<file path="src/rtl/cfg_port_pkg.sv">
package cfg_port_pkg;
  typedef enum logic [1:0] {KEY_LOCKED, KEY_HALF, KEY_OPEN} key_state_e;
  localparam logic [7:0] IDX_LDN     = 8'h07;
  localparam logic [7:0] IDX_CHIP_ID = 8'h20;
  localparam logic [7:0] IDX_ACT     = 8'h30;
  localparam logic [7:0] RD_LOCKED   = 8'hFF;
endpackage

</file>
<file path="src/rtl/cfg_key_fsm.sv">
module cfg_key_fsm
  import cfg_port_pkg::*;
#(
  parameter logic [7:0] ENTER_KEY = 8'h87,
  parameter logic [7:0] LEAVE_KEY = 8'hAA
) (
  input  logic       clk_i,
  input  logic       rst_ni,
  input  logic       key_wr_i,
  input  logic [7:0] key_data_i,
  output logic       open_o
);
  key_state_e state_q, state_d;

  always_comb begin
    state_d = state_q;
    if (key_wr_i) begin
      unique case (state_q)
        KEY_LOCKED: if (key_data_i == ENTER_KEY) state_d = KEY_HALF;
        KEY_HALF:   state_d = (key_data_i == ENTER_KEY) ? KEY_OPEN : KEY_LOCKED;
        KEY_OPEN:   if (key_data_i == LEAVE_KEY) state_d = KEY_LOCKED;
        default:    state_d = KEY_LOCKED;
      endcase
    end
  end

  always_ff @(posedge clk_i or negedge rst_ni) begin
    if (!rst_ni) state_q <= KEY_LOCKED;
    else         state_q <= state_d;
  end

  assign open_o = (state_q == KEY_OPEN);

  AST_NO_DIRECT_OPEN: assert property (@(posedge clk_i) disable iff (!rst_ni)
    state_q == KEY_LOCKED |=> state_q != KEY_OPEN);
  AST_BREAK_RESTARTS: assert property (@(posedge clk_i) disable iff (!rst_ni)
    state_q == KEY_HALF && key_wr_i && key_data_i != ENTER_KEY |=> state_q == KEY_LOCKED);
  AST_LEAVE_LOCKS: assert property (@(posedge clk_i) disable iff (!rst_ni)
    state_q == KEY_OPEN && key_wr_i && key_data_i == LEAVE_KEY |=> state_q == KEY_LOCKED);
endmodule

</file>
<file path="src/rtl/cfg_ldev_bank.sv">
module cfg_ldev_bank #(
  parameter int NUM_LDEV = 12,
  parameter int LDN_W    = 4
) (
  input  logic                clk_i,
  input  logic                rst_ni,
  input  logic                ldn_we_i,
  input  logic                act_we_i,
  input  logic [7:0]          wdata_i,
  output logic [7:0]          ldn_o,
  output logic                ldn_ok_o,
  output logic                act_sel_o,
  output logic [NUM_LDEV-1:0] act_o
);
  localparam logic [7:0] NUM_LDEV_B = 8'(NUM_LDEV);

  logic [7:0]          ldn_q;
  logic [NUM_LDEV-1:0] act_q;

  always_ff @(posedge clk_i or negedge rst_ni) begin
    if (!rst_ni)       ldn_q <= '0;
    else if (ldn_we_i) ldn_q <= wdata_i;
  end

  assign ldn_ok_o = (ldn_q < NUM_LDEV_B);

  for (genvar g = 0; g < NUM_LDEV; g++) begin : g_act
    always_ff @(posedge clk_i or negedge rst_ni) begin
      if (!rst_ni) act_q[g] <= 1'b0;
      else if (act_we_i && ldn_ok_o && ldn_q == 8'(g)) act_q[g] <= wdata_i[0];
    end
  end

  assign act_sel_o = ldn_ok_o ? act_q[ldn_q[LDN_W-1:0]] : 1'b0;
  assign ldn_o     = ldn_q;
  assign act_o     = act_q;

  AST_LDN_HOLD: assert property (@(posedge clk_i) disable iff (!rst_ni)
    !ldn_we_i |=> $stable(ldn_q));
  AST_ACT_HOLD: assert property (@(posedge clk_i) disable iff (!rst_ni)
    !act_we_i |=> $stable(act_q));
  AST_ACT_BAD_LDN: assert property (@(posedge clk_i) disable iff (!rst_ni)
    act_we_i && !ldn_ok_o |=> $stable(act_q));
  AST_ACT_ONE_BIT: assert property (@(posedge clk_i) disable iff (!rst_ni)
    act_we_i |=> $countones(act_q ^ $past(act_q)) <= 1);
endmodule

</file>
<file path="src/rtl/keyed_cfg_port.sv">
module keyed_cfg_port
  import cfg_port_pkg::*;
#(
  parameter logic [7:0] ENTER_KEY = 8'h87,
  parameter logic [7:0] LEAVE_KEY = 8'hAA,
  parameter logic [7:0] CHIP_ID   = 8'hA5,
  parameter int         NUM_LDEV  = 12,
  localparam int        LDN_W     = (NUM_LDEV > 1) ? $clog2(NUM_LDEV) : 1
) (
  input  logic                clk_i,
  input  logic                rst_ni,
  input  logic                bus_wr_i,
  input  logic                bus_rd_i,
  input  logic                bus_addr_i,
  input  logic [7:0]          bus_wdata_i,
  output logic [7:0]          bus_rdata_o,
  output logic [LDN_W-1:0]    dev_sel_o,
  output logic [7:0]          dev_idx_o,
  output logic [7:0]          dev_wdata_o,
  output logic                dev_wr_o,
  output logic                dev_rd_o,
  input  logic [7:0]          dev_rdata_i,
  output logic [NUM_LDEV-1:0] act_o
);
  logic       key_open;
  logic       idx_port_wr, data_wr, fwd_ok;
  logic [7:0] idx_q, ldn;
  logic       ldn_ok, act_sel;

  assign idx_port_wr = bus_wr_i && !bus_addr_i;
  assign data_wr     = bus_wr_i && bus_addr_i && key_open;

  cfg_key_fsm #(.ENTER_KEY(ENTER_KEY), .LEAVE_KEY(LEAVE_KEY)) u_key (
    .clk_i      (clk_i),
    .rst_ni     (rst_ni),
    .key_wr_i   (idx_port_wr),
    .key_data_i (bus_wdata_i),
    .open_o     (key_open)
  );

  always_ff @(posedge clk_i or negedge rst_ni) begin
    if (!rst_ni) idx_q <= '0;
    else if (idx_port_wr && key_open && bus_wdata_i != LEAVE_KEY) idx_q <= bus_wdata_i;
  end

  cfg_ldev_bank #(.NUM_LDEV(NUM_LDEV), .LDN_W(LDN_W)) u_bank (
    .clk_i     (clk_i),
    .rst_ni    (rst_ni),
    .ldn_we_i  (data_wr && idx_q == IDX_LDN),
    .act_we_i  (data_wr && idx_q == IDX_ACT),
    .wdata_i   (bus_wdata_i),
    .ldn_o     (ldn),
    .ldn_ok_o  (ldn_ok),
    .act_sel_o (act_sel),
    .act_o     (act_o)
  );

  assign fwd_ok      = key_open && ldn_ok && (idx_q > IDX_ACT);
  assign dev_wr_o    = fwd_ok && bus_wr_i && bus_addr_i;
  assign dev_rd_o    = fwd_ok && bus_rd_i && bus_addr_i;
  assign dev_sel_o   = ldn[LDN_W-1:0];
  assign dev_idx_o   = idx_q;
  assign dev_wdata_o = bus_wdata_i;

  always_comb begin
    bus_rdata_o = 8'h00;
    if (!key_open)                bus_rdata_o = RD_LOCKED;
    else if (!bus_addr_i)         bus_rdata_o = idx_q;
    else if (idx_q == IDX_LDN)     bus_rdata_o = ldn;
    else if (idx_q == IDX_CHIP_ID) bus_rdata_o = CHIP_ID;
    else if (idx_q == IDX_ACT)     bus_rdata_o = {7'b0, act_sel};
    else if (fwd_ok)              bus_rdata_o = dev_rdata_i;
  end

  AST_IDX_LOCKED_HOLD: assert property (@(posedge clk_i) disable iff (!rst_ni)
    !key_open |=> $stable(idx_q));
  AST_LEAVE_NOT_STORED: assert property (@(posedge clk_i) disable iff (!rst_ni)
    key_open && idx_port_wr && bus_wdata_i == LEAVE_KEY |=> $stable(idx_q) && !key_open);
  AST_LOCKED_LDN_HOLD: assert property (@(posedge clk_i) disable iff (!rst_ni)
    !key_open |=> $stable(ldn) && $stable(act_o));
  AST_STROBE_OPEN: assert property (@(posedge clk_i) disable iff (!rst_ni)
    (dev_wr_o || dev_rd_o) |-> key_open && ldn < 8'(NUM_LDEV));
endmodule

</file>
<file path="config.mk">
export PLATFORM = sky130hd
export DESIGN_NAME = keyed_cfg_port
export DESIGN_NICKNAME = d
export VERILOG_FILES = /design/src/rtl/cfg_port_pkg.sv /design/src/rtl/cfg_key_fsm.sv /design/src/rtl/cfg_ldev_bank.sv /design/src/rtl/keyed_cfg_port.sv
export SDC_FILE = /design/constraint.sdc
export NUM_CORES = 1
export LEC_CHECK = 0
export ABC_AREA = 1
export CORE_MARGIN = 3
export CORE_UTILIZATION = 25
export DETAILED_ROUTE_END_ITERATION = 8
export DONT_BUFFER_PORTS = 1
export GPL_TIMING_DRIVEN = 0
export PLACE_DENSITY_LB_ADDON = 0.2
export SKIP_CTS_REPAIR_TIMING = 1
export SYNTH_ARGS = -nofsm -noshare
export SYNTH_HDL_FRONTEND = slang
export SYNTH_HIERARCHICAL = 1
export SYNTH_SLANG_ARGS = --single-unit
</file>
<file path="constraint.sdc">
create_clock -name clk_i -period 2.44 [get_ports clk_i]
set_clock_uncertainty 0.2 [all_clocks]
set_input_delay 0.488 -clock clk_i [delete_from_list [all_inputs] [get_ports clk_i]]
set_output_delay 0.488 -clock clk_i [all_outputs]
set_load 0.02 [all_outputs]
</file>
==> results_dict.tcl, run 1 <==
set metrics [dict create \
    viasPerCell 4.61 \
    syn_avg_cell_area_sq_um 6.53 \
    path_max_fanout 5 \
    max_stage_delay_ns 0.39 \
    first_pass_iters 4 \
    ir_drop_v 0.000152 \
    drive_gt1_share_pct 24.4 \
    synthSimpleGateAreaFrac_pct 48.6 \
    synth_compound_area_share_pct 4.84 \
    synth_top_family_by_area "simple AND/OR/NAND/NOR gates" \
    clk_pin_slew_ns 0.06 \
    period_needed_ns 2.57 \
    dpl_worst_slack_ns -0.226 \
    setup_ws_ns -0.132 \
    placed_cell_area_sq_um 2300 \
    finalSetupTns_ns -0.547 \
    min_period_over_period_pct 105 \
    crit_required_ns 1.75 \
    io_buffer_count 0 \
    cts_tree "built" \
    violations "negative setup slack" \
    synth_area_sq_um 2170 \
    start_kind "flop" \
    p_leak_nw 1.34 \
    drv_cap 0 \
    hold_class "in2reg" \
    cts_root_buf "clkbuf_8" \
    path_cells "inv_2 > nand4_4 > buf_6 > nor2_4 > nand2_4 > a21oi_4 > nand2_2 > nor3b_4" \
    first_iter_violations 129 \
    die_w_um 99.2 \
    cts_buffer_depth 2 \
    grt.overflow.total 0 \
    cts-buffers-inserted 5 \
    fmax_mhz 389 \
    syn_nets 354 \
    area_delta_synth_final_pct 22.0 \
    hold_violations 0 \
    synth_xor_area_share_pct 0 \
    synthMuxAreaShare_pct 0 \
    critical_path.slowest_cell "dfrtp_1" \
    final_nets 377 \
    grt_pass1_wl_mm 10.7 \
    hpwl_mm 4.90 \
    status "complete, but fails checks" \
    criticalPathCategory "reg2out" \
    place_congestion 0.792 \
    vias 2127 \
    worstSetupEndpointType "output pin" \
    grt_pass1_vias 1995 \
    diodes 0 \
    synth-seq-cells 30 \
    drc 0 \
    worstPathArrival_ns 1.88 \
    track_usage_pct 13.3 \
    final_area_sq_um 2650 \
    grt_max_degree 31 \
    rows 33 \
    cts_sinks 30 \
    setup_viol_count_final 10 \
    wl_mm 6.77 \
    die_area_sq_um 9850 \
    top_level_ports 63 \
    worstSkewPairLatency_ns 0.28 \
    hold_slack_ns 0.130 \
    relSlewSlack_pct 69.3 \
    wl_per_cell_um 14.7 \
    antenna_found_initial 0 \
    die_h_um 99.2 \
    ys_types 27 \
    ant_nets 0 \
    coreArea_sq_um 8340 \
    postSynthCellCount 333 \
    synth.yosys.seq_area_share_pct 34.5 \
    cts.htree.levels 2 \
    fin_cells 461 \
    powerDensity_nw_per_um2 376 \
    max_slew.worst_pin.slew_ns 0.461 \
    slew_violations 0 \
    synth_fa_ha_area_share_pct 0 \
    initial_core_util_pct 26.1 \
    numPlacedInstances 438 \
    ys_warn_count 6 \
    rsz0062_at_grt "true" \
]
worst paths after layout:
kind / from / to / slack (ns) / cells after the start
max in group asynchronous: rst_ni / u_bank/ldn_o[3]$_DFFE_PN0P_ / 1.41 / 2
hold / removal: bus_wdata_i[6] / u_bank/ldn_o[6]$_DFFE_PN0P_ / 0.13 / 2
min in group asynchronous: rst_ni / dev_idx_o[2]$_DFFE_PN0P_ / 0.45 / 2
setup / recovery: u_bank/ldn_o[4]$_DFFE_PN0P_ / dev_rd_o / -0.13 / 8
setup reg to reg: dev_idx_o[7]$_DFFE_PN0P_ / u_bank/act_o[3]$_DFFE_PN0P_ / 0.24 / 10
hold reg to reg: u_key/state_q[1]$_DFFE_PN0P_ / u_key/state_q[1]$_DFFE_PN0P_ / 0.32 / 2
cell families (layout without fill, tap and decap cells):
| family | count (synthesis) | after routing |
|---|---|---|
| AO/OA/AOI/OAI | 18 | 19 |
| AND/OR/NAND/NOR | 233 | 234 |
| buffers and inverters | 52 | 73 |
| flip-flops | 30 | 30 |
metrics by stage:
stage | utilization (%) | total power, mW
finish | 31.8 | 0.998
global route | 31.8 | 1.05
CTS | 28.5 | 0.996
detailed placement | 27.6 | 0.609
global placement | 27.6 | 0.608
floorplan | - | 0.595
state kept, by name, summed over array words and instances, names as in the netlist:
register,cells
u_bank/ldn_o,8
u_bank/act_o,12
u_key/state_q,2
dev_idx_o,8
layout by cell type (no fill, tap or decap), types with 5 or more instances in the layout:
cell	instances
inv_1	27
nor2_1	10
dfrtp_1	24
nand2_2	15
clkbuf_8	5
nand3_1	29
nand2_1	143
inv_2	7
nor3_1	13
buf_4	19
o21ai_0	8
dfrtp_2	6
a21oi_1	8
worst max-delay path, delay by kind of cell (launching register included):
kind                   cells  cell delay, ns
DFF                        1            0.39
buffers and inverters      2            0.22
AOI/OAI and AO/OA          1            0.22
and+or+nand+nor            5            0.76
Yosys cell counts, drive strengths merged:
cell type	count	area, sq um
nand2	161	624
inv	35	131
nand3	33	170
dfrtp	30	751
nor3	18	118
nor2	17	91.3
buf	14	118
a21oi	10	65.1
o21ai	8	40.0
clkbuf	2	7.51
nand4	2	33.8
clkinv	1	3.75
nand3b	1	7.51
nor3b	1	12.5
report_power, final:
part           switching (mW)  total [mW]  internal [mW]
Sequential             0.0188       0.523          0.505
Combinational          0.0633      0.0978         0.0345
Clock                   0.181       0.377          0.196
layout make-up:
class                      count  area [sq um]
multi-input combinational    253          1270
tap                          105           131
sequential                    30           758
inverter                      36           143
buffer                        16           133
fill                         939          5690
timing repair buffer          14           138
clock buffer                   7          76.3
per-layer routing:
| metal | track usage [%] | up-vias | share of wire, % |
|---|---|---|---|
| met5 | 0 | - | 0 |
| met2 | 21.0 | 67 | 46 |
| met3 | 3.30 | 9 | 6.0 |
| met4 | 4.31 | 0 | 1.5 |
| li1 | - | 1083 | - |
| met1 | 18.0 | 968 | 46 |
Power figures use the tool's default switching activity.
==> run 2, diff against run 1 <==
--- a/config.mk
+++ b/config.mk
@@ -11,7 +11,7 @@
 export DETAILED_ROUTE_END_ITERATION = 8
 export DONT_BUFFER_PORTS = 1
 export GPL_TIMING_DRIVEN = 0
-export PLACE_DENSITY_LB_ADDON = 0.2
+export PLACE_DENSITY = 0.35
 export SKIP_CTS_REPAIR_TIMING = 1
 export SYNTH_ARGS = -nofsm -noshare
 export SYNTH_HDL_FRONTEND = slang
==> run 2 against run 1 <==
Against the previous run:
- the run still ends with negative setup slack left
- sequential power barely moved
- maximum frequency fell by 0.67%
- setup slack got worse by 0.017 ns
- critical path type unchanged
- non-clock buffer count fell by 3
- hold slack improved by 0.00078 ns
- power rose by 4.7%
==> results_dict.tcl, run 2 (same netlist as run 1, synthesis figures left out) <==
set metrics [dict create \
    relSlewSlack_pct 68.8 \
    fmax_mhz 386 \
    worstSetupEndpointType "output pin" \
    place_congestion 0.754 \
    viasPerCell 4.62 \
    hold_class "in2reg" \
    die_h_um 99.2 \
    min_period_over_period_pct 106 \
    vias 2118 \
    violations "negative setup slack" \
    die_area_sq_um 9850 \
    cts_sinks 30 \
    ant_nets 0 \
    area_delta_synth_final_pct 21.5 \
    grt.overflow.total 0 \
    final_nets 373 \
    io_buffer_count 0 \
    worstSkewPairLatency_ns 0.28 \
    antenna_found_initial 0 \
    grt_max_degree 31 \
    slew_violations 0 \
    max_stage_delay_ns 0.39 \
    first_pass_iters 4 \
    r2r_slack_ns 0.20 \
    path_max_fanout 5 \
    initial_core_util_pct 26.1 \
    dpl_worst_slack_ns -0.246 \
    setup_viol_count_final 10 \
    track_usage_pct 14.6 \
    wl_per_cell_um 15.6 \
    worstPathArrival_ns 1.90 \
    hold_violations 0 \
    start_kind "flop" \
    cts_buffer_depth 2 \
    criticalPathCategory "reg2out" \
    drive_gt1_share_pct 23.2 \
    status "complete, but fails checks" \
    diodes 0 \
    grt_pass1_wl_mm 11.3 \
    largest_register_ffs 12 \
    critical_path.slowest_cell "dfrtp_1" \
    top_level_ports 63 \
    final_common_cell "nand2_1" \
    period_needed_ns 2.59 \
    drv_cap 0 \
    wl_mm 7.15 \
    final_cell_mix "145 x nand2_1, 28 x nand3_1, 28 x inv_1, 25 x dfrtp_1, 15 x buf_4" \
    fill_cells 938 \
    drc 0 \
    crit_required_ns 1.75 \
    hpwl_mm 5.22 \
    crit_top_cell "nand2_4" \
    cts-buffers-inserted 5 \
    die_w_um 99.2 \
    rsz0062_at_grt "true" \
    clk_pin_slew_ns 0.07 \
    numPlacedInstances 438 \
    cts.htree.levels 2 \
    rows 33 \
    setup_ws_ns -0.150 \
    cts_tree "built" \
    p_leak_nw 1.34 \
    cts_root_buf "clkbuf_8" \
    first_iter_violations 138 \
    grt_pass1_vias 2027 \
    powerDensity_nw_per_um2 396 \
    max_slew.worst_pin.slew_ns 0.466 \
    coreArea_sq_um 8340 \
    path_cells "inv_2 > nand4_4 > buf_6 > nor2_4 > nand2_4 > a21oi_4 > nand2_4 > nor3b_4" \
    ir_drop_v 0.000152 \
    fin_cells 458 \
]
==> run 2: metal layers <==
metal	wire (um)	GRT usage, %
met4	68	3.15
met3	448	4.49
met1	3550	21.4
met5	0	0
met2	3080	21.0
==> run 2: cell type report <==
| class | instances | area, sq um | area share (%) |
|---|---|---|---|
| Buffer | 16 | 133 | 5.02 |
| Clock buffer | 7 | 86.3 | 3.27 |
| Clock inverter | 1 | 5.00 | 0.190 |
| Inverter | 36 | 143 | 5.40 |
| Multi-Input combinational cell | 252 | 1270 | 48.0 |
| Sequential cell | 30 | 757 | 28.7 |
| Tap cell | 105 | 131 | 4.98 |
| Timing Repair Buffer | 11 | 119 | 4.50 |
==> run 2: critical path, delay by kind of cell (launching register included) <==
kind | cells | cell delay, ns
buf+inv | 2 | 0.24
compound gates | 1 | 0.24
flops | 1 | 0.39
simple gates | 5 | 0.74
==> run 2: through the flow <==
step	hold slack [ns]	area (sq um)	total power, mW	setup TNS, ns	utilization, %
6_report	0.131	2640	1.05	-0.638	31.7
2_1_floorplan	-0.00759	2170	0.595	0	-
3_5_place_dp	-0.00676	2300	0.609	-0.869	27.6
5_1_grt	0.126	2640	1.11	-1.85	31.7
4_1_cts	-0.322	2400	1.04	-4.02	28.7
3_3_place_gp	-0.00675	2300	0.609	-1.04	27.6
==> run 2: final timing paths <==
| kind | endpoint | cells past startpoint | startpoint |
|---|---|---|---|
| max in group asynchronous | dev_idx_o[5]$_DFFE_PN0P_ | 2 | rst_ni |
| hold reg to reg | u_key/state_q[1]$_DFFE_PN0P_ | 2 | u_key/state_q[1]$_DFFE_PN0P_ |
| min in group asynchronous | u_bank/act_o[3]$_DFFE_PN0P_ | 2 | rst_ni |
| setup / recovery | dev_rd_o | 8 | u_bank/ldn_o[4]$_DFFE_PN0P_ |
| hold / removal | u_bank/ldn_o[2]$_DFFE_PN0P_ | 2 | bus_wdata_i[2] |
| setup reg to reg | u_bank/act_o[3]$_DFFE_PN0P_ | 10 | dev_idx_o[6]$_DFFE_PN0P_ |
==> run 2: report_power, final <==
group          total (mW)  internal (mW)  switching, mW  leakage (nW)
clock network       0.424          0.228          0.196        0.0482
logic              0.0986         0.0345         0.0640         0.925
registers           0.523          0.504         0.0185         0.370
total                1.05          0.766          0.279          1.34
==> run 3, diff against run 2 <==
--- a/config.mk
+++ b/config.mk
@@ -10,7 +10,7 @@
 export CORE_UTILIZATION = 25
 export DETAILED_ROUTE_END_ITERATION = 8
 export DONT_BUFFER_PORTS = 1
-export GPL_TIMING_DRIVEN = 0
+export GPL_TIMING_DRIVEN = 1
 export PLACE_DENSITY = 0.35
 export SKIP_CTS_REPAIR_TIMING = 1
 export SYNTH_ARGS = -nofsm -noshare
==> run 3 against run 2 <==
Against the previous run:
- the run now ends clean
- global-route usage is 0.38 points lower
- sequential power is 2% lower
- register-to-register slack better by 0.17 ns
- critical path depth stayed put
- non-clock buffer count is 2 lower
- first-iteration DRC count is 18% lower
- die area stayed put
- cell area is 1.5% lower
- power is 1.3% lower
- sequential share of layout area is 0.39 points higher
- setup slack better by 0.20 ns
- count of clock-buffer cells in the layout stayed put
- critical endpoint unchanged
==> results_dict.tcl, run 3 (same netlist as run 1, synthesis figures left out) <==
set metrics [dict create \
    track_usage_pct 14.2 \
    final_nets 372 \
    final_area_sq_um 2600 \
    cts_sinks 30 \
    vias 2091 \
    crit_buf_inv 2 \
    wl_mm 7.01 \
    initial_core_util_pct 26.1 \
    worstSetupEndpointType "output pin" \
    path_cells "inv_2 > nand4_4 > nor2_4 > nand2_4 > a21oi_4 > nand2_2 > nor3b_2 > buf_4" \
    cts_tree "built" \
    place_congestion 0.805 \
    powerDensity_nw_per_um2 397 \
    cts_root_buf "clkbuf_8" \
    cts-buffers-inserted 5 \
    fmax_mhz 418 \
    hpwl_mm 5.20 \
    p_leak_nw 1.33 \
    drc 0 \
    ir_drop_v 0.000155 \
    slew_violations 0 \
    rr_worst_depth 10 \
    wl_per_cell_um 15.3 \
    critical_path.slowest_cell "dfrtp_1" \
    rsz0062_at_grt "true" \
    antenna_found_initial 0 \
    largest_register_ffs 12 \
    path_delay_family "simple AND/OR/NAND/NOR gates" \
    hold_depth 2 \
    coreArea_sq_um 8340 \
    grt.overflow.total 0 \
    area_delta_synth_final_pct 19.6 \
    final_common_cell "nand2_1" \
    hold_violations 0 \
    first_iter_violations 113 \
    io_buffer_count 0 \
    cp.depth 8 \
    grt_pass1_wl_mm 11.1 \
    path_max_fanout 5 \
    cts_buffer_depth 2 \
    start_kind "flop" \
    final_cell_mix "140 x nand2_1, 28 x nand3_1, 26 x inv_1, 26 x dfrtp_1, 21 x buf_4" \
    diodes 0 \
    first_pass_iters 4 \
    worstSkewPairLatency_ns 0.28 \
    fin_cells 457 \
    setup_ws_ns 0.0468 \
    die_h_um 99.2 \
    max_slew.worst_pin.slew_ns 0.437 \
    period_needed_ns 2.39 \
    drv_cap 0 \
    setup_viol_count_final 0 \
    numPlacedInstances 440 \
    grt_max_degree 31 \
    crit_required_ns 1.75 \
    max_stage_delay_ns 0.39 \
    die_w_um 99.2 \
    post-route-util_pct 31.2 \
    hold_class "in2reg" \
    criticalPathCategory "reg2out" \
    ant_nets 0 \
    min_period_over_period_pct 98.1 \
    clk_pin_slew_ns 0.07 \
    rows 33 \
    drive_gt1_share_pct 25.0 \
    relSlewSlack_pct 70.8 \
    viasPerCell 4.58 \
    status "complete, no violations" \
    placed_cell_area_sq_um 2330 \
    top_level_ports 63 \
    power_mw 1.03 \
    worstPathArrival_ns 1.71 \
    cts.htree.levels 2 \
    hold_slack_ns 0.123 \
    grt_pass1_vias 1989 \
    finalSetupTns_ns 0 \
    die_area_sq_um 9850 \
    dpl_worst_slack_ns 0.195 \
]
==> run 3: area by class of cell <==
type	instances	area (sq um)
Clock inverter	1	5.00
Timing Repair Buffer	25	219
Clock buffer	7	86.3
Fill cell	934	5740
Sequential cell	30	756
Multi-Input combinational cell	253	1260
Tap cell	105	131
Inverter	36	138
==> run 3: power breakdown <==
part	leakage (nW)	internal [mW]	switching, mW	total (mW)
Clock	0.0482	0.228	0.205	0.432
Combinational	0.910	0.0280	0.0568	0.0848
Sequential	0.368	0.504	0.00998	0.514
==> run 3: final timing paths <==
check / from / to / slack (ns)
max: u_bank/ldn_o[6]$_DFFE_PN0P_ / dev_rd_o / 0.05
min: bus_wdata_i[2] / u_bank/ldn_o[2]$_DFFE_PN0P_ / 0.12
max reg2reg: u_key/state_q[0]$_DFFE_PN0P_ / u_bank/act_o[4]$_DFFE_PN0P_ / 0.37
min reg2reg: u_key/state_q[1]$_DFFE_PN0P_ / u_key/state_q[1]$_DFFE_PN0P_ / 0.32
max in group asynchronous: rst_ni / dev_idx_o[3]$_DFFE_PN0P_ / 1.41
min in group asynchronous: rst_ni / u_bank/act_o[11]$_DFFE_PN0P_ / 0.44
==> run 3: metal layers <==
layer  wire length (um)  GRT usage, %  vias to the layer above
li1                   -             -                     1071
met5                  0             0                        -
met4                 91          3.78                        0
met1               3580          21.4                      960
met2               2950          20.3                       52
met3                390          3.37                        8
